$ cat config.mk
export PLATFORM = sky130hd
export DESIGN_NAME = lightFrameTx
export DESIGN_NICKNAME = d
export VERILOG_FILES = /design/src/rtl/lightFramePkg.sv /design/src/rtl/lightFrameData.sv /design/src/rtl/lightFrameCtrl.sv /design/src/rtl/lightFrameTx.sv
export SDC_FILE = /design/constraint.sdc
export NUM_CORES = 1
export LEC_CHECK = 0
export ABC_AREA = 0
export BUFFER_PORTS_ARGS = -buffer_cell sky130_fd_sc_hd__clkbuf_2
export CAP_MARGIN = 20
export CORE_ASPECT_RATIO = 0.6
export CORE_MARGIN = 2
export CORE_UTILIZATION = 40
export CTS_CLUSTER_SIZE = 24
export DETAILED_ROUTE_END_ITERATION = 8
export PLACE_DENSITY_LB_ADDON = 0.2
export SYNTH_ARGS = -nofsm -noshare
export SYNTH_HDL_FRONTEND = slang
export SYNTH_SLANG_ARGS = --single-unit
$ cat constraint.sdc
create_clock -name clk -period 2.6 [get_ports clk]
set_input_delay 0 -clock clk [delete_from_list [all_inputs] [get_ports clk]]
set_output_delay 0 -clock clk [all_outputs]
set_load 0.02 [all_outputs]
$ cat src/rtl/lightFramePkg.sv
package lightFramePkg;
  localparam int ADDR_W  = 6;
  localparam int LEVEL_W = 8;
  localparam int COLOR_W = 4;
  localparam int FRAME_BITS = ADDR_W + LEVEL_W + 3 * COLOR_W;
  localparam int BITCNT_W = $clog2(FRAME_BITS);

  typedef enum logic [2:0] {
    ST_IDLE, ST_START, ST_BIT_LOW, ST_BIT_HIGH, ST_GAP
  } txState_t;

  // which duration the tick counter reloads with
  typedef enum logic [2:0] {
    DUR_START, DUR_LOW_CUR, DUR_LOW_NEXT, DUR_HIGH_CUR, DUR_GAP
  } durSel_t;

  typedef struct packed {
    logic    capture;
    logic    shift;
    logic    reload;
    durSel_t durSel;
  } txStrobes_t;
endpackage

$ cat src/rtl/lightFrameData.sv
module lightFrameData
  import lightFramePkg::*;
#(
  parameter int START_TICKS = 800,
  parameter int SHORT_TICKS = 800,
  parameter int LONG_TICKS  = 1600,
  parameter int GAP_TICKS   = 1600
) (
  input  logic                 clk,
  input  logic                 rstN,
  input  txStrobes_t           ctrl,
  input  logic [ADDR_W-1:0]    inAddr,
  input  logic [LEVEL_W-1:0]   inLevel,
  input  logic [COLOR_W-1:0]   inBlue,
  input  logic [COLOR_W-1:0]   inGreen,
  input  logic [COLOR_W-1:0]   inRed,
  output logic                 tickDone,
  output logic                 bitLast,
  output logic                 curBit
);
  localparam int MAX_A = (START_TICKS > SHORT_TICKS) ? START_TICKS : SHORT_TICKS;
  localparam int MAX_B = (LONG_TICKS > GAP_TICKS) ? LONG_TICKS : GAP_TICKS;
  localparam int MAX_T = (MAX_A > MAX_B) ? MAX_A : MAX_B;
  localparam int TICK_W = (MAX_T > 1) ? $clog2(MAX_T) : 1;

  logic [FRAME_BITS-1:0] shiftReg;
  logic [BITCNT_W-1:0]   bitCnt;
  logic [TICK_W-1:0]     tickCnt;
  logic [TICK_W-1:0]     reloadVal;
  logic                  nextBit;

  assign curBit  = shiftReg[FRAME_BITS-1];
  assign nextBit = shiftReg[FRAME_BITS-2];
  assign bitLast = (bitCnt == '0);
  assign tickDone = (tickCnt == '0);

  always_comb begin
    unique case (ctrl.durSel)
      DUR_START:    reloadVal = TICK_W'(START_TICKS - 1);
      DUR_LOW_CUR:  reloadVal = curBit  ? TICK_W'(LONG_TICKS - 1) : TICK_W'(SHORT_TICKS - 1);
      DUR_LOW_NEXT: reloadVal = nextBit ? TICK_W'(LONG_TICKS - 1) : TICK_W'(SHORT_TICKS - 1);
      DUR_HIGH_CUR: reloadVal = curBit  ? TICK_W'(SHORT_TICKS - 1) : TICK_W'(LONG_TICKS - 1);
      DUR_GAP:      reloadVal = TICK_W'(GAP_TICKS - 1);
      default:      reloadVal = '0;
    endcase
  end

  always_ff @(posedge clk or negedge rstN) begin
    if (!rstN) begin
      tickCnt <= '0;
    end else if (ctrl.reload) begin
      tickCnt <= reloadVal;
    end else if (tickCnt != '0) begin
      tickCnt <= tickCnt - 1'b1;
    end
  end

  always_ff @(posedge clk or negedge rstN) begin
    if (!rstN) begin
      shiftReg <= '0;
      bitCnt   <= '0;
    end else if (ctrl.capture) begin
      shiftReg <= {inAddr, inLevel, inBlue, inGreen, inRed};
      bitCnt   <= BITCNT_W'(FRAME_BITS - 1);
    end else if (ctrl.shift) begin
      shiftReg <= {shiftReg[FRAME_BITS-2:0], 1'b0};
      bitCnt   <= bitCnt - 1'b1;
    end
  end
endmodule

$ cat src/rtl/lightFrameCtrl.sv
module lightFrameCtrl
  import lightFramePkg::*;
(
  input  logic       clk,
  input  logic       rstN,
  input  logic       inValid,
  input  logic       tickDone,
  input  logic       bitLast,
  output txStrobes_t ctrl,
  output logic       inReady,
  output logic       lineOut,
  output logic       frameDone
);
  txState_t state, stateNext;

  always_comb begin
    stateNext   = state;
    ctrl        = '0;
    ctrl.durSel = DUR_START;
    frameDone   = 1'b0;
    unique case (state)
      ST_IDLE: if (inValid) begin
        ctrl.capture = 1'b1;
        ctrl.reload  = 1'b1;
        ctrl.durSel  = DUR_START;
        stateNext    = ST_START;
      end
      ST_START: if (tickDone) begin
        // shift register already holds the first bit
        ctrl.reload = 1'b1;
        ctrl.durSel = DUR_LOW_CUR;
        stateNext   = ST_BIT_LOW;
      end
      ST_BIT_LOW: if (tickDone) begin
        ctrl.reload = 1'b1;
        ctrl.durSel = DUR_HIGH_CUR;
        stateNext   = ST_BIT_HIGH;
      end
      ST_BIT_HIGH: if (tickDone) begin
        ctrl.reload = 1'b1;
        if (bitLast) begin
          ctrl.durSel = DUR_GAP;
          stateNext   = ST_GAP;
        end else begin
          ctrl.shift  = 1'b1;
          ctrl.durSel = DUR_LOW_NEXT;
          stateNext   = ST_BIT_LOW;
        end
      end
      ST_GAP: if (tickDone) begin
        frameDone = 1'b1;
        stateNext = ST_IDLE;
      end
      default: stateNext = ST_IDLE;
    endcase
  end

  always_ff @(posedge clk or negedge rstN) begin
    if (!rstN) state <= ST_IDLE;
    else       state <= stateNext;
  end

  assign inReady = (state == ST_IDLE);
  assign lineOut = (state == ST_START) || (state == ST_BIT_HIGH);
endmodule

$ cat src/rtl/lightFrameTx.sv
module lightFrameTx
  import lightFramePkg::*;
#(
  parameter int START_TICKS = 800,
  parameter int SHORT_TICKS = 800,
  parameter int LONG_TICKS  = 1600,
  parameter int GAP_TICKS   = 1600
) (
  input  logic        clk,
  input  logic        rstN,
  input  logic        inValid,
  output logic        inReady,
  input  logic [5:0]  inAddr,
  input  logic [7:0]  inLevel,
  input  logic [3:0]  inBlue,
  input  logic [3:0]  inGreen,
  input  logic [3:0]  inRed,
  output logic        lineOut,
  output logic        frameDone
);
  txStrobes_t ctrl;
  logic tickDone, bitLast, curBit;

  lightFrameCtrl uCtrl (
    .clk(clk), .rstN(rstN), .inValid(inValid), .tickDone(tickDone),
    .bitLast(bitLast), .ctrl(ctrl), .inReady(inReady), .lineOut(lineOut),
    .frameDone(frameDone)
  );

  lightFrameData #(
    .START_TICKS(START_TICKS), .SHORT_TICKS(SHORT_TICKS),
    .LONG_TICKS(LONG_TICKS), .GAP_TICKS(GAP_TICKS)
  ) uData (
    .clk(clk), .rstN(rstN), .ctrl(ctrl), .inAddr(inAddr), .inLevel(inLevel),
    .inBlue(inBlue), .inGreen(inGreen), .inRed(inRed),
    .tickDone(tickDone), .bitLast(bitLast), .curBit(curBit)
  );
endmodule

# Word level (Yosys, flattened, before mapping)
# Index checks and enable logic that the tools add are counted.
dict set report classes {
  n_addsub 2
  eq_ne 13
  muxes 28
  n_reduce_logical 9
}
# operator n
set op_table {}
lappend op_table {{$mux 11} 5}
lappend op_table {{$pmux 11 s5} 1}
lappend op_table {{$mux 26} 2}
lappend op_table {{$mux 3} 6}
lappend op_table {{$pmux 4 s4} 1}
lappend op_table {{$mux 5} 3}
lappend op_table {{$pmux 3 s5} 1}
lappend op_table {{$eq 3x2->1 const B} 4}
lappend op_table {{$mux 4} 3}
lappend op_table {{$logic_not 11->1} 1}
lappend op_table {{$reduce_bool 11->1} 1}
lappend op_table {{$sub 11x1->11 const B} 1}
lappend op_table {{$ne 2x2->1 const B} 5}
lappend op_table {{$eq 3x1->1 const B} 2}
lappend op_table {{$eq 3x3->1 const B} 2}
lappend op_table {{$logic_not 3->1} 2}
lappend op_table {{$mux 1} 6}
lappend op_table {{$logic_not 5->1} 1}
lappend op_table {{$reduce_and 5->1} 1}
lappend op_table {{$sub 5x1->5 const B} 1}
lappend op_table {{$reduce_bool 2->1} 2}
lappend op_table {{$logic_or 1x1->1} 1}
dict set report totals {
  ff_bits 45
  out_inout_bits 3
  elab_cells 56
}

# Depth between registers and ports, before layout
dict set report logic_depth {
  word_depth 7
  mapped_depth 8
}

# Hierarchy
# From an unflattened synthesis, not the netlist that was laid out.
dict set report hier_totals {
  hier_cells 237
  area_unflattened_um2 2338.5
}
# module instances cells_each area_per_inst_um2 seq_area_each_um2
set by_module_without_submodules {}
lappend by_module_without_submodules {lightFrameData 1 208 2094.5 1051.0}
lappend by_module_without_submodules {lightFrameCtrl 1 29 244.0 75.1}

# Worst setup path before layout
# OpenSTA, ideal clock, no wires.
dict set report synth_path {
  kind {reg-to-reg}
  startpoint {reg uCtrl.state[0]}
  endpoint {reg uData.shiftReg[17]}
  t_arrival_ps 1901
  required_time_ps 2513
  path_slack_ps 612
  path_stages_with_launch 8
  path_buffers 3
  period_less_slack_ps 1988
  cell_sequence {dfrtp_1 clkbuf_1 nor3_1 and2_1 buf_2 clkbuf_1 nand2_1 o211ai_1}
}
dict set report synth_between {
  elab_chain_cells 3
  word_cells_on_any_way 6
}
# item line_no
set synth_rtl {}
lappend synth_rtl {{from (decl)} lightFrameCtrl.sv:14} ;# txState_t state, stateNext;
lappend synth_rtl {{from (signal assigned)} lightFrameCtrl.sv:60} ;# else state <= stateNext;
lappend synth_rtl {{$logic_not 3->1 *} --}
lappend synth_rtl {{named net inReady} lightFrameTx.sv:12} ;# output logic inReady,
lappend synth_rtl {{$mux 1 *} lightFrameCtrl.sv:21} ;# unique case (state)
lappend synth_rtl {{$mux 26 or $reduce_bool 2->1 (tied branches)} --}
lappend synth_rtl {{to (signal assigned)} lightFrameData.sv:63} ;# shiftReg <= {inAddr, inLevel, inBlue, inGreen, inRed};
lappend synth_rtl {{to (signal assigned)} lightFrameData.sv:66} ;# shiftReg <= {shiftReg[FRAME_BITS-2:0], 1'b0};
lappend synth_rtl {{to (decl)} lightFrameData.sv:26} ;# logic [FRAME_BITS-1:0] shiftReg;
# The timed path passes the listed nets; every way through them passes the cells marked *.
# A chain may end at the register's enable or synchronous reset.

# Worst setup path in the final report
dict set report layout_path {
  startpoint {reg uData.tickCnt[4]}
  endpoint {reg uData.tickCnt[4]}
}
dict set report layout_between {
  elab_chain_cells 6
  word_cells_on_any_way 16
}
# item line_no
set layout_rtl {}
lappend layout_rtl {{from (decl)} lightFrameData.sv:28} ;# logic [TICK_W-1:0] tickCnt;
lappend layout_rtl {{from (signal assigned)} lightFrameData.sv:52} ;# tickCnt <= reloadVal;
lappend layout_rtl {{from (signal assigned)} lightFrameData.sv:54} ;# tickCnt <= tickCnt - 1'b1;
lappend layout_rtl {{$logic_not 11->1} lightFrameData.sv:35} ;# assign tickDone = (tickCnt == '0);
lappend layout_rtl {{$mux 5 (tied with other cells)} lightFrameCtrl.sv:39} ;# ST_BIT_HIGH: if (tickDone) begin
lappend layout_rtl {{$pmux 4 s4} lightFrameCtrl.sv:21}
lappend layout_rtl {{$eq 3x3->1 (tied with other cells)} lightFrameData.sv:38} ;# unique case (ctrl.durSel)
lappend layout_rtl {{$pmux 11 s5} lightFrameData.sv:38}
lappend layout_rtl {{$mux 11} lightFrameData.sv:51} ;# end else if (ctrl.reload) begin
# Several ways; a longest one is shown, not always the timed one. The select of a mux whose other input is x is not followed.

==> results.cfg <==
[floorplanning]
fp-row-count = 21
start_util_pct = 42.3
die-width_um = 104
floorplan.die_area_sq_um = 6660
core-area_sq_um = 5680
boundaryPins = 32
vertical_extent_of_the_die_um = 64.0

[placed_design]
gp_routability_congestion = 0.856
buffer_ports.inserted = 31
dp_cells = 376
dp_hpwl_um = 3850

[logic_synthesis]
synthAdderAreaFrac_pct = 2.08
dominant_combinational_cell_family_by_area_after_synthesis = simple AND/OR/NAND/NOR gates
synth-seq-cells = 45
syn_avg_cell_area_sq_um = 8.80
synth.area.mux_share_pct = 0.417
synth_top_area_share_pct = 46.9
synth_warnings = 0
ys_top_cells_by_area = dfrtp_1, nand2_1, o211ai_1
post_synth_xor_area_fraction_pct = 1.82
synth_compound_gate_area_share_pct = 15.2
netlist_instances = 273
synthSimpleGateAreaFrac_pct = 28.8
synth-edff-count = 0
sequential_cell_area_fraction_in_the_yosys_report_pct = 46.9
synth_top_area_cell = dfrtp_1
number_of_distinct_library_cells_after_synthesis = 40
netlist_area_sq_um = 2400
postSynth.asyncResetShare_pct = 100
synth-main-ff-cell = dfrtp_1
syn_nets = 306

[worst_setup_path]
worstRegToRegCells = 5
category_of_the_most_critical_setup_path = register to register
r2r-start = uData.tickCnt[4]
endpoint_kind = register
crit_required_ps = 2750
critical_path_arrival_ps = 2280
critical_path.reg2reg.endpoint = uData.tickCnt[4]
path_max_fanout = 10
regToRegSetupSlack_ps = 470
worstSetupStartpointType = register

[timing]
final_max_slew_viol_count = 0
setup_viol_count_final = 0
timing.fmax_mhz = 470
measured_slew_at_the_worst_slew_check_pin_ps = 692
rsz0062_at_grt = false
period_minus_slack_ps = 2130
final_hold_viol_count = 0
clock-skew-final_ps = 6.84
max_slew_margin_pct = 53.9
finalCritPeriodShare_pct = 81.9
timing.setup.tns_ps = 0

[detailed_routing]
via_count = 2147
drtIter0Drc = 155
via_per_inst = 5.21
drt-pass1-iter-count = 4
avgRoutedWirePerCell_um = 13.7
total_detailed_routing_wirelength_um = 5660
drc = 0
antenna_left = 0

[min_path]
hold_path_class = input pin to asynchronous set/reset pin

[global_routing]
globalRoute.totalOverflow = 0
initial_antenna_violation_count = 0
gr-usage-all-layers_pct = 18.4
grt_max_degree = 32
grt_first_pass_wirelength_um = 9780
number_of_global_route_vias_before_repair = 2002

[cells_and_area]
layout.cells.most_common = nand2_1
layout_common_cells = nand2_1, dfrtp_1, nand3_1, clkbuf_2, dlygate4sd3_1
finalNonFillerCells = 412
finalNetCount = 364
drive_above_1_share_pct = 16.6
syn_to_final_growth_pct = 25.8
finalCoreUtilization_pct = 53.2
insertedDiodeCount = 0

[clock_tree]
clkSlewWorstSetupHoldPaths_ps = 90
post_cts_hold_buffer_count = 28
cts_setup_buffers = 0
cts_root_buf = clkbuf_8
cts_tree = yes
cts.path.max_buffers = 2
htree_num_levels = 2
clock_latency_ps = 300
cts_num_sinks = 45
cts_inserted_buffers = 5
post_cts_resize_count = 0

[pwr]
share_comb_of_total_power_pct = 5.6
sequential_share_of_power_pct = 56.5
power.leakage_uw = 0.00128
sw_frac_of_total_pct = 22.5
clock_power_share_pct = 37.9
intPower_uw = 959
pwr_density_cell_nw_per_um2 = 410
ir_worst_vdd_mv = 0.213
power.switching_uw = 278

[status]
run_status = finished, final reports clean

[job]
maxCapViolCount = 0
power groups by stage:
stage          Sequential [uW]  Combinational, uW  Clock [uW]
3_3_place_gp               713               38.6           0
6_report                   699               69.8         469
2_1_floorplan              713              0.676           0
4_1_cts                    699               71.3         484
3_5_place_dp               713               38.9           0
5_1_grt                    699               77.8         521
per-stage QoR:
step / area (sq um) / power (uW) / hold slack (ps) / worst slack, ps
final: 3020 / 1240 / 218 / 471
after detailed placement: 2650 / 752 / 27.1 / 515
after CTS: 3020 / 1250 / 234 / 496
after global routing: 3020 / 1300 / 267 / 365
after global placement: 2650 / 752 / 33.7 / 548
after floorplan: 2400 / 714 / -296 / 612
area by class of cell:
type | instances | area, sq um
fillers | 542 | 2650
well taps | 80 | 100
clock buffers | 6 | 82.6
inverters | 4 | 15.0
repair buffers | 71 | 526
multi-input cells | 204 | 1160
flip-flops and latches | 45 | 1130
clock inverters | 2 | 13.8
synthesized netlist by cell type (all sizes together) (2+ instances only):
cell type  instances
nand2             56
dfrtp             45
nand3             35
o211ai            25
o21ai             15
buf               12
or3               10
nor2               9
clkbuf             8
nor3               6
a21oi              5
xnor2              5
ha                 4
inv                4
or4                4
a31oi              3
nor2b              3
nor4               3
and2               2
nand2b             2
nand3b             2
worst max path at each step:
stage                              end  cells after the start        startpoint  slack [ps]
floorplan           uData.shiftReg[17]                      7    uCtrl.state[0]         610
global placement     uData.tickCnt[10]                      4  uData.tickCnt[7]         550
detailed placement    uData.tickCnt[4]                      5  uData.tickCnt[4]         520
CTS                   uData.tickCnt[4]                      5  uData.tickCnt[4]         500
global route         uData.shiftReg[1]                      8   uData.bitCnt[0]         360
finish                uData.tickCnt[4]                      5  uData.tickCnt[4]         470
worst max-delay path, stage by stage, from the launching register on:
cell and delay, ps:
dfrtp_1 430, or4_1 650, nor3_4 440, buf_4 260, or3_1 130, nand3_1 70
sequential cells by signal, summed over array words and instances, names as in the netlist:
register        cells
uData.shiftReg     26
uData.tickCnt      11
uData.bitCnt        5
uCtrl.state         3
cells by family (layout without fill, tap and decap cells):
group	Yosys count	in the layout
AND/OR/NAND/NOR	139	139
AO/OA/AOI/OAI	55	55
buffers and inverters	24	83
XOR/XNOR	5	5
multiplexers	1	1
adder cells (fa/ha/maj)	4	4
flip-flops	45	45
routing by layer:
metal / track usage (%) / part of all wire (%)
met5: 0 / 0
met4: 3.89 / 0.55
met3: 4.08 / 4.2
met2: 25.7 / 38
met1: 28.7 / 57
Power figures use the tool's default switching activity.
